## src/rtl/fps_pkg.sv

```systemverilog
package fps_pkg;
  typedef enum logic [1:0] {
    OP_READ  = 2'd0,
    OP_PROG  = 2'd1,
    OP_ERASE = 2'd2
  } fps_op_e;

  typedef enum logic [2:0] {
    S_IDLE,
    S_SCAN,
    S_DECIDE,
    S_LOAD,
    S_FILL,
    S_ERASE,
    S_PROG,
    S_MARK
  } fps_state_e;

  localparam logic [7:0] BYTE_BLANK = 8'hFF;
  localparam logic [7:0] BYTE_USED  = 8'h00;
endpackage

```

## src/rtl/fps_scan_tracker.sv

```systemverilog
module fps_scan_tracker #(
  parameter int SLOTS = 8,
  localparam int SLOTW = (SLOTS > 1) ? $clog2(SLOTS) : 1
) (
  input  logic             clk,
  input  logic             rst,
  input  logic             clr,
  input  logic             upd,
  input  logic [SLOTW-1:0] slot,
  input  logic [7:0]       marker,
  output logic             free_found,
  output logic [SLOTW-1:0] free_slot,
  output logic             used_found,
  output logic [SLOTW-1:0] used_slot
);
  import fps_pkg::*;

  always_ff @(posedge clk) begin
    if (rst || clr) begin
      free_found <= 1'b0;
      free_slot  <= '0;
      used_found <= 1'b0;
      used_slot  <= '0;
    end else if (upd) begin
      if (marker == BYTE_BLANK && !free_found) begin
        free_found <= 1'b1;
        free_slot  <= slot;
      end
      if (marker == BYTE_USED) begin
        used_found <= 1'b1;
        used_slot  <= slot;
      end
    end
  end

  // the first free slot, once found, is never replaced during the scan
  p_first_free_kept_r3: assert property (@(posedge clk) disable iff (rst)
    (free_found && upd && !clr) |=> (free_found && $stable(free_slot)));

  p_upd_excl_clr_r3: assert property (@(posedge clk) disable iff (rst)
    upd |-> !clr);
endmodule

```

## src/rtl/fps_shadow.sv

```systemverilog
module fps_shadow #(
  parameter int DEPTH = 15,
  parameter int AW    = 4
) (
  input  logic          clk,
  input  logic          rst,
  input  logic          we,
  input  logic [AW-1:0] waddr,
  input  logic [7:0]    wdata,
  input  logic [AW-1:0] raddr,
  output logic [7:0]    rdata
);
  logic [7:0] mem [DEPTH];

  always_ff @(posedge clk) begin
    if (we) mem[waddr] <= wdata;
  end

  always_ff @(posedge clk) begin
    if (int'(raddr) < DEPTH) rdata <= mem[raddr];
    else                     rdata <= 8'hFF;
  end

  // only real parameter bytes are ever written
  p_wr_in_range_r6: assert property (@(posedge clk) disable iff (rst)
    we |-> (int'(waddr) < DEPTH));
endmodule

```

## src/rtl/fps_ctrl.sv

```systemverilog
module fps_ctrl #(
  parameter int SLOT_BYTES = 16,
  parameter int SLOTS      = 8,
  localparam int DBYTES = SLOT_BYTES - 1,
  localparam int PAGE   = SLOT_BYTES * SLOTS,
  localparam int ADDRW  = $clog2(PAGE),
  localparam int IDXW   = $clog2(SLOT_BYTES),
  localparam int SLOTW  = (SLOTS > 1) ? $clog2(SLOTS) : 1
) (
  input  logic                clk,
  input  logic                rst,
  input  logic                save_req,
  input  logic [DBYTES*8-1:0] save_data,
  output logic                save_ready,
  output logic                eng_req,
  output logic [1:0]          eng_op,
  output logic [ADDRW-1:0]    eng_addr,
  output logic [7:0]          eng_wdata,
  input  logic                eng_ack,
  input  logic [7:0]          eng_rdata,
  output logic                trk_clr,
  output logic                trk_upd,
  output logic [SLOTW-1:0]    trk_slot,
  input  logic                free_found,
  input  logic [SLOTW-1:0]    free_slot,
  input  logic                used_found,
  input  logic [SLOTW-1:0]    used_slot,
  output logic                sh_we,
  output logic [IDXW-1:0]     sh_waddr,
  output logic [7:0]          sh_wdata
);
  import fps_pkg::*;

  fps_state_e          state_q;
  logic                boot_q;
  logic [SLOTW-1:0]    slot_q;
  logic [IDXW-1:0]     off_q;
  logic [DBYTES*8-1:0] stage_q;
  logic                ready_q;
  logic                req_q;
  fps_op_e             op_q;
  logic [ADDRW-1:0]    addr_q;
  logic [7:0]          wdata_q;
  logic                ack;
  logic                last_off;
  logic                accept;
  logic [7:0]          stage_byte;

  function automatic logic [ADDRW-1:0] slot_addr(input logic [SLOTW-1:0] s,
                                                 input int o);
    return ADDRW'(int'(s) * SLOT_BYTES + o);
  endfunction

  assign ack        = eng_ack && req_q;
  assign last_off   = (int'(off_q) == DBYTES - 1);
  assign accept     = (state_q == S_IDLE) && ready_q && save_req;
  assign stage_byte = stage_q[int'(off_q)*8 +: 8];

  always_ff @(posedge clk) begin
    if (rst) begin
      state_q <= S_SCAN;
      boot_q  <= 1'b1;
      slot_q  <= '0;
      off_q   <= '0;
      stage_q <= '0;
      ready_q <= 1'b0;
      req_q   <= 1'b0;
      op_q    <= OP_READ;
      addr_q  <= '0;
      wdata_q <= '0;
    end else begin
      unique case (state_q)
        S_IDLE: begin
          if (accept) begin
            stage_q <= save_data;
            ready_q <= 1'b0;
            boot_q  <= 1'b0;
            slot_q  <= '0;
            state_q <= S_SCAN;
          end
        end
        S_SCAN: begin
          if (ack) begin
            req_q <= 1'b0;
            if (int'(slot_q) == SLOTS - 1) state_q <= S_DECIDE;
            else                           slot_q  <= slot_q + 1'b1;
          end else if (!req_q) begin
            req_q  <= 1'b1;
            op_q   <= OP_READ;
            addr_q <= slot_addr(slot_q, SLOT_BYTES - 1);
          end
        end
        S_DECIDE: begin
          off_q <= '0;
          if (boot_q) begin
            slot_q  <= used_slot;
            state_q <= used_found ? S_LOAD : S_FILL;
          end else if (free_found) begin
            slot_q  <= free_slot;
            state_q <= S_PROG;
          end else begin
            state_q <= S_ERASE;
          end
        end
        S_LOAD: begin
          if (ack) begin
            req_q <= 1'b0;
            if (last_off) begin
              state_q <= S_IDLE;
              ready_q <= 1'b1;
            end else begin
              off_q <= off_q + 1'b1;
            end
          end else if (!req_q) begin
            req_q  <= 1'b1;
            op_q   <= OP_READ;
            addr_q <= slot_addr(slot_q, int'(off_q));
          end
        end
        S_FILL: begin
          if (last_off) begin
            state_q <= S_IDLE;
            ready_q <= 1'b1;
          end else begin
            off_q <= off_q + 1'b1;
          end
        end
        S_ERASE: begin
          if (ack) begin
            req_q   <= 1'b0;
            slot_q  <= '0;
            off_q   <= '0;
            state_q <= S_PROG;
          end else if (!req_q) begin
            req_q   <= 1'b1;
            op_q    <= OP_ERASE;
            addr_q  <= '0;
            wdata_q <= BYTE_BLANK;
          end
        end
        S_PROG: begin
          if (ack) begin
            req_q <= 1'b0;
            if (last_off) state_q <= S_MARK;
            else          off_q   <= off_q + 1'b1;
          end else if (!req_q) begin
            req_q   <= 1'b1;
            op_q    <= OP_PROG;
            addr_q  <= slot_addr(slot_q, int'(off_q));
            wdata_q <= stage_byte;
          end
        end
        S_MARK: begin
          if (ack) begin
            req_q   <= 1'b0;
            ready_q <= 1'b1;
            state_q <= S_IDLE;
          end else if (!req_q) begin
            req_q   <= 1'b1;
            op_q    <= OP_PROG;
            addr_q  <= slot_addr(slot_q, SLOT_BYTES - 1);
            wdata_q <= BYTE_USED;
          end
        end
        default: state_q <= S_IDLE;
      endcase
    end
  end

  always_comb begin
    sh_we    = 1'b0;
    sh_waddr = off_q;
    sh_wdata = BYTE_BLANK;
    if (state_q == S_LOAD && ack) begin
      sh_we    = 1'b1;
      sh_wdata = eng_rdata;
    end else if (state_q == S_FILL) begin
      sh_we    = 1'b1;
    end else if (state_q == S_PROG && ack) begin
      sh_we    = 1'b1;
      sh_wdata = stage_byte;
    end
  end

  assign trk_clr    = accept;
  assign trk_upd    = (state_q == S_SCAN) && ack;
  assign trk_slot   = slot_q;
  assign save_ready = ready_q;
  assign eng_req    = req_q;
  assign eng_op     = op_q;
  assign eng_addr   = addr_q;
  assign eng_wdata  = wdata_q;

  // Checker state: data-byte program acks since acceptance, and an erase flag
  logic [IDXW:0] chk_data_acks;
  logic          chk_erased;
  always_ff @(posedge clk) begin
    if (rst || accept) begin
      chk_data_acks <= '0;
      chk_erased    <= 1'b0;
    end else if (eng_req && eng_ack) begin
      if (eng_op == OP_PROG && int'(eng_addr) % SLOT_BYTES != SLOT_BYTES - 1)
        chk_data_acks <= chk_data_acks + 1'b1;
      if (eng_op == OP_ERASE)
        chk_erased <= 1'b1;
    end
  end

  p_marker_after_data_r4: assert property (@(posedge clk) disable iff (rst)
    (eng_req && eng_op == OP_PROG && int'(eng_addr) % SLOT_BYTES == SLOT_BYTES - 1)
      |-> (int'(chk_data_acks) == DBYTES));

  p_erase_then_slot0_r5: assert property (@(posedge clk) disable iff (rst)
    (eng_req && eng_op == OP_PROG && chk_erased) |-> (int'(eng_addr) < SLOT_BYTES));

  p_quiet_when_ready_r7: assert property (@(posedge clk) disable iff (rst)
    save_ready |-> !eng_req);

  p_busy_after_accept_r7: assert property (@(posedge clk) disable iff (rst)
    (save_ready && save_req) |=> !save_ready);

  p_req_hold_r8: assert property (@(posedge clk) disable iff (rst)
    (eng_req && !eng_ack) |=> (eng_req && $stable(eng_addr) && $stable(eng_op)
                               && $stable(eng_wdata)));

  p_req_release_r8: assert property (@(posedge clk) disable iff (rst)
    (eng_req && eng_ack) |=> !eng_req);

  p_op_legal_r9: assert property (@(posedge clk) disable iff (rst)
    eng_req |-> (eng_op != 2'd3));
endmodule

```

## src/rtl/flash_param_slots.sv

```systemverilog
module flash_param_slots #(
  parameter int SLOT_BYTES = 16,
  parameter int SLOTS      = 8,
  localparam int DBYTES = SLOT_BYTES - 1,
  localparam int PAGE   = SLOT_BYTES * SLOTS,
  localparam int ADDRW  = $clog2(PAGE),
  localparam int IDXW   = $clog2(SLOT_BYTES)
) (
  input  logic                clk,
  input  logic                rst,
  input  logic                save_req,
  input  logic [DBYTES*8-1:0] save_data,
  output logic                save_ready,
  input  logic [IDXW-1:0]     rd_idx,
  output logic [7:0]          rd_data,
  output logic                eng_req,
  output logic [1:0]          eng_op,
  output logic [ADDRW-1:0]    eng_addr,
  output logic [7:0]          eng_wdata,
  input  logic                eng_ack,
  input  logic [7:0]          eng_rdata
);
  localparam int SLOTW = (SLOTS > 1) ? $clog2(SLOTS) : 1;

  logic             trk_clr, trk_upd;
  logic [SLOTW-1:0] trk_slot;
  logic             free_found, used_found;
  logic [SLOTW-1:0] free_slot, used_slot;
  logic             sh_we;
  logic [IDXW-1:0]  sh_waddr;
  logic [7:0]       sh_wdata;

  fps_ctrl #(.SLOT_BYTES(SLOT_BYTES), .SLOTS(SLOTS)) u_ctrl (
    .clk(clk), .rst(rst),
    .save_req(save_req), .save_data(save_data), .save_ready(save_ready),
    .eng_req(eng_req), .eng_op(eng_op), .eng_addr(eng_addr),
    .eng_wdata(eng_wdata), .eng_ack(eng_ack), .eng_rdata(eng_rdata),
    .trk_clr(trk_clr), .trk_upd(trk_upd), .trk_slot(trk_slot),
    .free_found(free_found), .free_slot(free_slot),
    .used_found(used_found), .used_slot(used_slot),
    .sh_we(sh_we), .sh_waddr(sh_waddr), .sh_wdata(sh_wdata)
  );

  fps_scan_tracker #(.SLOTS(SLOTS)) u_track (
    .clk(clk), .rst(rst), .clr(trk_clr), .upd(trk_upd),
    .slot(trk_slot), .marker(eng_rdata),
    .free_found(free_found), .free_slot(free_slot),
    .used_found(used_found), .used_slot(used_slot)
  );

  fps_shadow #(.DEPTH(DBYTES), .AW(IDXW)) u_shadow (
    .clk(clk), .rst(rst), .we(sh_we), .waddr(sh_waddr), .wdata(sh_wdata),
    .raddr(rd_idx), .rdata(rd_data)
  );
endmodule

```

## config.mk

```make
export PLATFORM = sky130hd
export DESIGN_NAME = flash_param_slots
export DESIGN_NICKNAME = d
export VERILOG_FILES = /design/src/rtl/fps_pkg.sv /design/src/rtl/fps_scan_tracker.sv /design/src/rtl/fps_shadow.sv /design/src/rtl/fps_ctrl.sv /design/src/rtl/flash_param_slots.sv
export SDC_FILE = /design/constraint.sdc
export NUM_CORES = 1
export LEC_CHECK = 0
export BUFFER_PORTS_ARGS = -buffer_cell sky130_fd_sc_hd__buf_4
export CAP_MARGIN = 25
export CORE_ASPECT_RATIO = 0.75
export CORE_UTILIZATION = 58
export DETAILED_ROUTE_END_ITERATION = 10
export GPL_TIMING_DRIVEN = 0
export HOLD_SLACK_MARGIN = 0.05
export PLACE_DENSITY = 0.8
export SYNTH_ARGS = -nofsm -noshare
export SYNTH_HDL_FRONTEND = slang
export SYNTH_SLANG_ARGS = --single-unit
```

## constraint.sdc

```tcl
create_clock -name clk -period 3.2 [get_ports clk]
set_input_delay 0 -clock clk [delete_from_list [all_inputs] [get_ports clk]]
set_output_delay 0 -clock clk [all_outputs]
set_load 0.02 [all_outputs]
```

Word level (Yosys, flattened, before mapping)
Memories as Yosys holds them, arrays and structs flattened. A register that Yosys moved wholly into a read port is not among the register bits.
Index checks and enable logic that the tools add are counted.

storage, ports and cells
  register bits = 158
  bits in writable memories = 120
  input port bits = 136
  output and inout bits = 27
  logic and storage cells = 147
  memories kept = 1

memory list
  name          depth  width  read ports  clocked after memory_dff  write ports  line              text
  u_shadow.mem  15     8      1           1                         1            fps_shadow.sv:13  logic [7:0] mem [DEPTH];

operators by class
  $add $sub $neg = 4
  $lt $le $gt $ge = 1
  equality and inequality tests = 35
  shifts and indexed selects = 1
  muxes and demuxes = 58
  reductions and logical operators = 33

operator list
  cell                                                              number
  120-bit by 8-bit indexed part select with 8-bit output            1
  8-bit two-way mux                                                 9
  3-bit two-way mux                                                 16
  7-bit two-way mux                                                 6
  2-bit != test (second input constant)                             15
  3-bit case mux with 8 select lines                                1
  8-bit case mux with 3 select lines                                1
  7-bit case mux with 3 select lines                                1
  7-bit AND reduction                                               3
  2-bit by 1-bit != test with 1-bit output (second input constant)  9
  4-bit case mux with 4 select lines                                1
  2-bit two-way mux                                                 7
  3-bit equality test (second input constant)                       4
  4-bit two-way mux                                                 3
  3-bit case mux with 4 select lines                                1
  4-bit nonzero test                                                3
  1-bit two-way mux                                                 10
  3-bit nonzero test                                                3
  8-bit equality test (second input constant)                       1
  8-bit logical NOT                                                 1
  8-bit AND reduction                                               1
  2-bit OR reduction                                                4
  7-bit by 4-bit adder with 7-bit output                            1
  7-bit by 4-bit adder with 7-bit output (second input constant)    1
  18 further kinds                                                  29

Depth between registers and ports, before layout
Gate-level depths: netlist (run 1).

  depth after elaboration = 7
  mapped depth = 9

Modules after synthesis
From an unflattened synthesis (run 1), not the netlist that was laid out.

second synthesis, totals
  cells, all modules = 1,157
  area total of the unflattened synthesis = 12,479.5 um^2

by module, submodules not included
  module            instances  cells an instance  area each (um^2)  sequential area each (um^2)
  fps_ctrl          1          868                7,183.1           3,002.9
  fps_shadow        1          253                4,946.0           3,763.6
  fps_scan_tracker  1          36                 350.3             160.2

Worst setup path before layout (run 1)
Ideal clock, no wire load.

  kind = reg2reg
  from = reg u_ctrl.off_q[0] (netlist: u_ctrl.sh_waddr[0])
  to = reg u_ctrl.state_q[0]
  arrival = 2.180 ns
  data required time = 3.055 ns
  setup slack = 0.875 ns
  stages on the path, launching flop included = 10
  buffers on the path = 2
  clock period less this slack = 2.325 ns
  cell sequence = dfxtp_1 > clkbuf_1 > inv_2 > clkbuf_1 > ha_1 > and3_1 > o21ai_0 > a221o_1 > o21ai_0 > o311ai_0

between the ends
  word-level cells in the longest chain between the ends = 4
  elaborated cells between the ends (all ways) = 6

RTL lines
  what                                                line             text
  from (decl)                                         fps_ctrl.sv:37   logic [IDXW-1:0] off_q;
  from (signal assigned)                              fps_ctrl.sv:112  off_q <= off_q + 1'b1;
  from (signal assigned)                              fps_ctrl.sv:125  off_q <= off_q + 1'b1;
  from (signal assigned)                              fps_ctrl.sv:145  else off_q <= off_q + 1'b1;
  4-bit by 2-bit equality test with 1-bit output (*)  fps_ctrl.sv:55   assign last_off = (int'(off_q) == DBYTES - 1);
  3-bit two-way mux (2 in series)                     --
  3-bit case mux with 8 select lines                  --
  to (signal assigned)                                fps_ctrl.sv:97   state_q <= used_found ? S_LOAD : S_FILL;
  to (decl)                                           fps_ctrl.sv:34   fps_state_e state_q;

Every way passes the cells marked *; elsewhere a longest branch is shown, timed or not. The select of a mux whose other input is x is not followed.
A chain may end at the register's enable or synchronous reset.

Worst setup path in the final report (run 1)
  from = reg u_ctrl.off_q[3] (netlist: u_ctrl.sh_waddr[3])
  to = mem u_shadow.mem[8][5], enable pin

RTL lines
  what       line
  to (decl)  fps_shadow.sv:13

Straight into the memory's write port.

==> results of run 1 <==
-- worst min path at each step --
stage / cells past startpoint / from / endpoint
after detailed placement: 3 / save_data[71] / u_ctrl.stage_q[71]
final: 5 / eng_rdata[3] / u_track.free_found
after CTS: 5 / eng_rdata[3] / u_track.free_found
after global placement: 3 / save_data[71] / u_ctrl.stage_q[71]
after floorplan: 2 / save_data[0] / u_ctrl.stage_q[0]
after global routing: 4 / rd_idx[1] / u_shadow.rdata[4]
-- metal layers --
layer  vias up  wire [um]  track usage, %
met1      5073      14950           50.03
li1       4544          -               -
met4         0       1910           18.24
met3       166       4269           6.753
met5         -          0               0
met2       838      17460           55.47
-- cells in the mapped netlist (3+ instances only) --
cell | n | area share (%)
a211oi_1 | 4 | 0.25
a21oi_1 | 151 | 6.2
a22oi_1 | 11 | 0.68
a311oi_1 | 3 | 0.22
a31oi_1 | 4 | 0.21
and2_1 | 15 | 0.78
and3_1 | 3 | 0.16
buf_1 | 8 | 0.25
buf_2 | 15 | 0.62
buf_8 | 3 | 0.37
clkbuf_1 | 50 | 1.6
dfxtp_1 | 166 | 27
edfxtp_1 | 120 | 30
ha_1 | 6 | 0.62
inv_1 | 8 | 0.25
mux2_2 | 8 | 0.74
mux2i_1 | 29 | 2.4
mux4_1 | 24 | 5.2
mux4_2 | 32 | 6.0
nand2_1 | 266 | 8.3
nand2b_1 | 11 | 0.57
nand3_1 | 9 | 0.37
nor2_1 | 36 | 1.1
nor2b_1 | 5 | 0.26
nor3_1 | 13 | 0.54
nor4_1 | 3 | 0.16
o21ai_0 | 21 | 0.87
o221a_2 | 13 | 1.2
o221ai_1 | 8 | 0.58
or2_1 | 8 | 0.41
or3_1 | 3 | 0.16
-- sequential cells by signal (all words and copies together) (netlist names), 2 cells and up --
signal / flops
u_track.used_slot: 3
u_ctrl.trk_slot: 3
u_ctrl.eng_addr: 7
u_ctrl.sh_waddr: 4
u_track.free_slot: 3
u_shadow.mem: 120
u_ctrl.stage_q: 120
u_shadow.rdata: 8
u_ctrl.state_q: 3
u_ctrl.eng_wdata: 8
u_ctrl.eng_op: 2
-- power breakdown --
part	switching, mW	total [mW]	internal, mW
logic	0.192	0.456	0.264
registers	0.0101	3.79	3.78
clock network	1.50	3.57	2.07
-- area by class of cell --
cell class / instances / share of cell area (%)
Inverter: 10 / 0.2365
Buffer: 78 / 2.255
Clock buffer: 35 / 4.912
Tap cell: 282 / 2.223
Antenna cell: 2 / 0.03154
Sequential cell: 286 / 43.65
Timing Repair Buffer: 282 / 15.30
Multi-Input combinational cell: 708 / 30.06
Clock inverter: 17 / 1.340
-- worst min-delay path, stage by stage --
cell	delay, ns
buf_4	0.13
inv_1	0.05
nor4_1	0.04
nand2_1	0.21
a211oi_1	0.11
-- repair_timing --
item,4_1_cts,5_1_grt
gates resized for setup,0,0
hold endpoints to repair,122,0
setup endpoints to repair,0,1
hold buffers,124,0
setup buffers,0,0
-- cells by family (layout without fill, tap and decap cells) --
| kind of cell | count (synthesis) | in the layout | synth area share [%] |
|---|---|---|---|
| simple gates | 379 | 379 | 13.19 |
| flops | 286 | 286 | 57.27 |
| compound gates | 229 | 229 | 11.23 |
| mux | 93 | 93 | 14.32 |
| buf+inv | 89 | 422 | 3.300 |
| fa+ha+maj | 6 | 6 | 0.6207 |
| xor+xnor | 1 | 1 | 0.07242 |
| other cells | 0 | 2 | 0 |
==> results_dict.tcl, run 1 <==
set metrics [dict create \
    status "completed" \
    antenna_found_initial 2 \
    n_fill_cell 1128 \
    htreeDepth 1 \
    cts_buffers 28 \
    wl_per_cell_um 22.70 \
    reg2reg_slack_ns 0.22 \
    layout-drive-gt1-share_pct 20.06 \
    crit_family "buffers and inverters" \
    worst_slew_pin_slew_ns 1.112 \
    start_util_pct 59.51 \
    stdcell_count 1700 \
    ys.flop_type "dfxtp_1" \
    fin_skew_ns 0.01483 \
    avgSynthCellArea_um2 11.17 \
    rr_startpoint "u_ctrl.sh_waddr[3]" \
    rsz0062_at_grt "false" \
    period_needed_ns 2.978 \
    syn_nets 1225 \
    fin_util_pct 78.07 \
    crit_slowest_cell "clkbuf_1" \
    vias 10620 \
    synthArstFlopShare_pct 0 \
    multi_input_area_um2 4770 \
    path_cells "clkbuf_1, clkbuf_1, nor3b_1, and2_1" \
    clk_path_buf_depth 3 \
    dr.pass1.iters 6 \
    ff_latch_area_um2 6927 \
    holdWs_ns 0.06192 \
    crit_path_frequent_cell "clkbuf_1" \
    grt_max_degree 17 \
    crit_path_end_kind "flip-flop" \
    place_ws_ns 0.2978 \
    clock_latency_ns 0.56 \
    hold_viol 0 \
    cp_slowest_stage_delay_ns 0.57 \
    power.leakage_nw 6.235 \
    cts_root_buf "clkbuf_16" \
    grt_pass1_wl_um 58660 \
    ant_nets 0 \
    coreArea_um2 20330 \
    power.density_nw_per_um2 492.3 \
    final_cell_mix "nand2_1 (266), dfxtp_1 (166), buf_4 (159), a21oi_1 (151), dlygate4sd3_1 (124)" \
    irDropWorstVdd_mv 0.4117 \
    fin_total_pwr_mw 7.812 \
    place.gp.congestion 0.9048 \
    syn_area_um2 12100 \
    yosys_warnings 0 \
    min_period_over_period_pct 93.05 \
    maxSlewViolCount 0 \
    nets 1536 \
    cp.depth 4 \
    crit_arrival_ns 3.17 \
    die_width_um 168.8 \
    fmax_mhz 335.8 \
    drt_first_iter_violations 1416 \
    syn2layout_area_growth_pct 31.20 \
    worstReg2RegEnd "u_shadow.mem[8][5]" \
    path_clk_slew_ns 0.07 \
    fin_ws_ns 0.2223 \
    ys_types 54 \
    start_kind "flip-flop" \
    die_h_um 127.1 \
    reg2reg_depth 4 \
    worstPathRequired_ns 3.39 \
    fin_area_um2 15870 \
    dieArea_um2 21440 \
    drv_cap 0 \
    worstSetupEndpoint "u_shadow.mem[8][5]" \
    setup_viol 0 \
    grt_usage_pct 36.24 \
    place_inst 1523 \
    max_slew_margin_pct 25.29 \
    crit_start "u_ctrl.sh_waddr[3]" \
    hpwl_um 23820 \
    cts_tree "built" \
    synth_edf_count 120 \
    path_buf_inv 2 \
    yosysSeqAreaShare_pct 57.27 \
    critPathKind "reg2reg" \
    overflow 0 \
    totalWireLength_um 38590 \
    synthCells 1083 \
    totalNegativeSetupSlack_ns 0 \
    drc 0 \
    hp-class "in2reg" \
    rows 45 \
    placedInstanceArea_um2 13630 \
    ios 163 \
    synth-seq-cells 286 \
    critPathMaxFanout 10 \
    avgViaCountPerCell 6.248 \
    final_common_cell "nand2_1" \
    grt_pass1_vias 10530 \
    clock-sinks 286 \
    io_buffers 158 \
]
Note: power is estimated with default switching activity, not from simulation.
==> run 2, diff against run 1 <==
- clock period: 3.2 -> 2.8 ns (I/O delays scaled with it)
==> run 2 against run 1 <==
  * Setup slack lost 0.10 ns
  * Wire length grew 0.75%
  * Non-clock buffer count is the same
  * Final cell count is essentially flat
  * Worst hold slack gained 0.0021 ns
  * Global-route usage grew 0.44 points
  * Utilization is essentially flat
==> results_dict.tcl, run 2 (synthesis gave the netlist of run 1 again) <==
set metrics [dict create \
    setup_viol 0 \
    htreeDepth 1 \
    use_met2_pct 56.56 \
    min_period_over_period_pct 95.69 \
    drt_first_iter_violations 1416 \
    fmax_mhz 373.2 \
    crit_path_end_kind "flip-flop" \
    crit_slowest_cell "o221a_2" \
    status "completed" \
    drc 0 \
    crit_start "u_ctrl.sh_waddr[1]" \
    layout-drive-gt1-share_pct 20.34 \
    hold_viol 0 \
    period_needed_ns 2.679 \
    grt_pass1_wl_um 59170 \
    grt_max_degree 20 \
    crit_family "compound AO/OA/AOI/OAI gates" \
    multi_input_area_um2 4772 \
    cp_slowest_stage_delay_ns 0.44 \
    power.leakage_nw 6.245 \
    grt.met1_usage_pct 50.03 \
    power.density_nw_per_um2 563.1 \
    hpwl_um 23820 \
    critPathMaxFanout 15 \
    clock-sinks 286 \
    top_usage_layer "met2" \
    syn2layout_area_growth_pct 31.28 \
    totalWireLength_um 38880 \
    min_from "eng_rdata[3]" \
    fin_total_pwr_mw 8.941 \
    critPathKind "reg2reg" \
    p_clk_share_pct 45.7 \
    final_cell_mix "nand2_1 (266), dfxtp_1 (166), buf_4 (159), a21oi_1 (151), dlygate4sd3_1 (124)" \
    n_fill_cell 1133 \
    worstReg2RegEnd "u_shadow.mem[10][7]" \
    dieArea_um2 21440 \
    path_buf_inv 2 \
    max_slew_margin_pct 26.44 \
    wl_per_cell_um 22.85 \
    fin_skew_ns 0.01342 \
    reg_top3 "u_ctrl.stage_q x120, u_shadow.mem x120" \
    fin_util_pct 78.12 \
    power.share.sequential_pct 48.4 \
    drv_cap 0 \
    path_cells "buf_2, buf_2, mux2_2, a22oi_1, a21oi_1, o221a_2" \
    grt_pass1_vias 10600 \
    place.gp.congestion 0.9048 \
    p_sw_mw 1.957 \
    fin_area_um2 15880 \
    overflow 0 \
    cts_buffers 28 \
    maxSlewViolCount 0 \
    rsz0062_at_grt "false" \
    grtUsageMet3_pct 7.435 \
    reg2reg_depth 6 \
    clk_path_buf_depth 3 \
    nets 1536 \
    final_common_cell "nand2_1" \
    placedInstanceArea_um2 13630 \
    coreArea_um2 20330 \
    reg2reg_slack_ns 0.12 \
    vias 10630 \
    irDropWorstVdd_mv 0.4723 \
    crit_arrival_ns 2.94 \
    ios 163 \
    grt_usage_pct 36.69 \
    holdPathEnd "u_track.free_found" \
    p_int_mw 6.984 \
    rr_startpoint "u_ctrl.sh_waddr[1]" \
    clock_latency_ns 0.56 \
    cts_tree "built" \
    ff_latch_area_um2 6927 \
    swShare_pct 21.89 \
    hold_depth 5 \
    crit_path_frequent_cell "buf_2" \
    start_util_pct 59.51 \
    worst_slew_pin_slew_ns 1.095 \
    cts_root_buf "clkbuf_16" \
    dr.pass1.iters 6 \
    avgViaCountPerCell 6.252 \
    ant_nets 0 \
    antenna_found_initial 3 \
    die_h_um 127.1 \
    io_buffers 158 \
    power_frac_comb_pct 5.8 \
    path_clk_slew_ns 0.07 \
    postCtsSetupRepairBufs 0 \
    rows 45 \
    worstPathRequired_ns 3.06 \
    start_kind "flip-flop" \
    hp-class "in2reg" \
    die_width_um 168.8 \
]
[run 2: layout make-up]
class / instances / share of cell area, %
diodes: 3 / 0.04728
plain buffers: 78 / 2.269
clock buffers: 35 / 4.909
clock inverters: 17 / 1.340
inverters: 10 / 0.2521
multi-input cells: 708 / 30.05
flip-flops and latches: 286 / 43.62
well taps: 282 / 2.222
repair buffers: 282 / 15.29
[run 2: worst max-delay path by stage]
stage	endpoint	cells past startpoint	slack (ns)
finish	u_shadow.mem[10][7]	6	0.12
floorplan	u_ctrl.state_q[0]	9	0.48
detailed placement	u_ctrl.state_q[0]	9	-0.10
global route	u_shadow.mem[10][1]	5	0.02
CTS	u_shadow.mem[8][5]	4	0.17
global placement	u_ctrl.state_q[0]	9	-0.09
[run 2: what timing repair did]
item / CTS / global route
endpoints found under the hold margin: 122 / 0
pin swaps: 0 / 0
gates resized for setup: 1 / 6
endpoints found under the setup margin: 26 / 27
hold buffers: 124 / 0
[run 2: power by group through the flow]
stage / combinational [mW] / sequential, mW / clock (mW)
floorplan: 0.119 / 4.44 / 0
global placement: 0.355 / 4.42 / 0
detailed placement: 0.359 / 4.42 / 0
CTS: 0.496 / 4.33 / 4.02
global route: 0.543 / 4.33 / 4.21
finish: 0.521 / 4.33 / 4.09
[run 2: per-layer routing]
metal / vias up / share of wire [%]
li1: 4551 / -
met1: 5103 / 39
met2: 812 / 44
met3: 168 / 11
met4: 0 / 5.2
met5: - / 0
[run 2: worst min-delay path, stage by stage]
cell and delay (ns):
buf_4 0.13, inv_1 0.05, nor4_1 0.04, nand2_1 0.22, a211oi_1 0.12
[run 2: stage by stage]
step                cells  setup WS [ns]  hold slack, ns  TNS [ns]
floorplan            1083         0.4753          0.1360         0
finish               1701         0.1207         0.06398         0
global route         1701        0.02363         0.07736         0
global placement     1523       -0.08987          0.2500   -0.2004
CTS                  1698         0.1696         0.05855         0
detailed placement   1523        -0.1022          0.2574   -0.4423
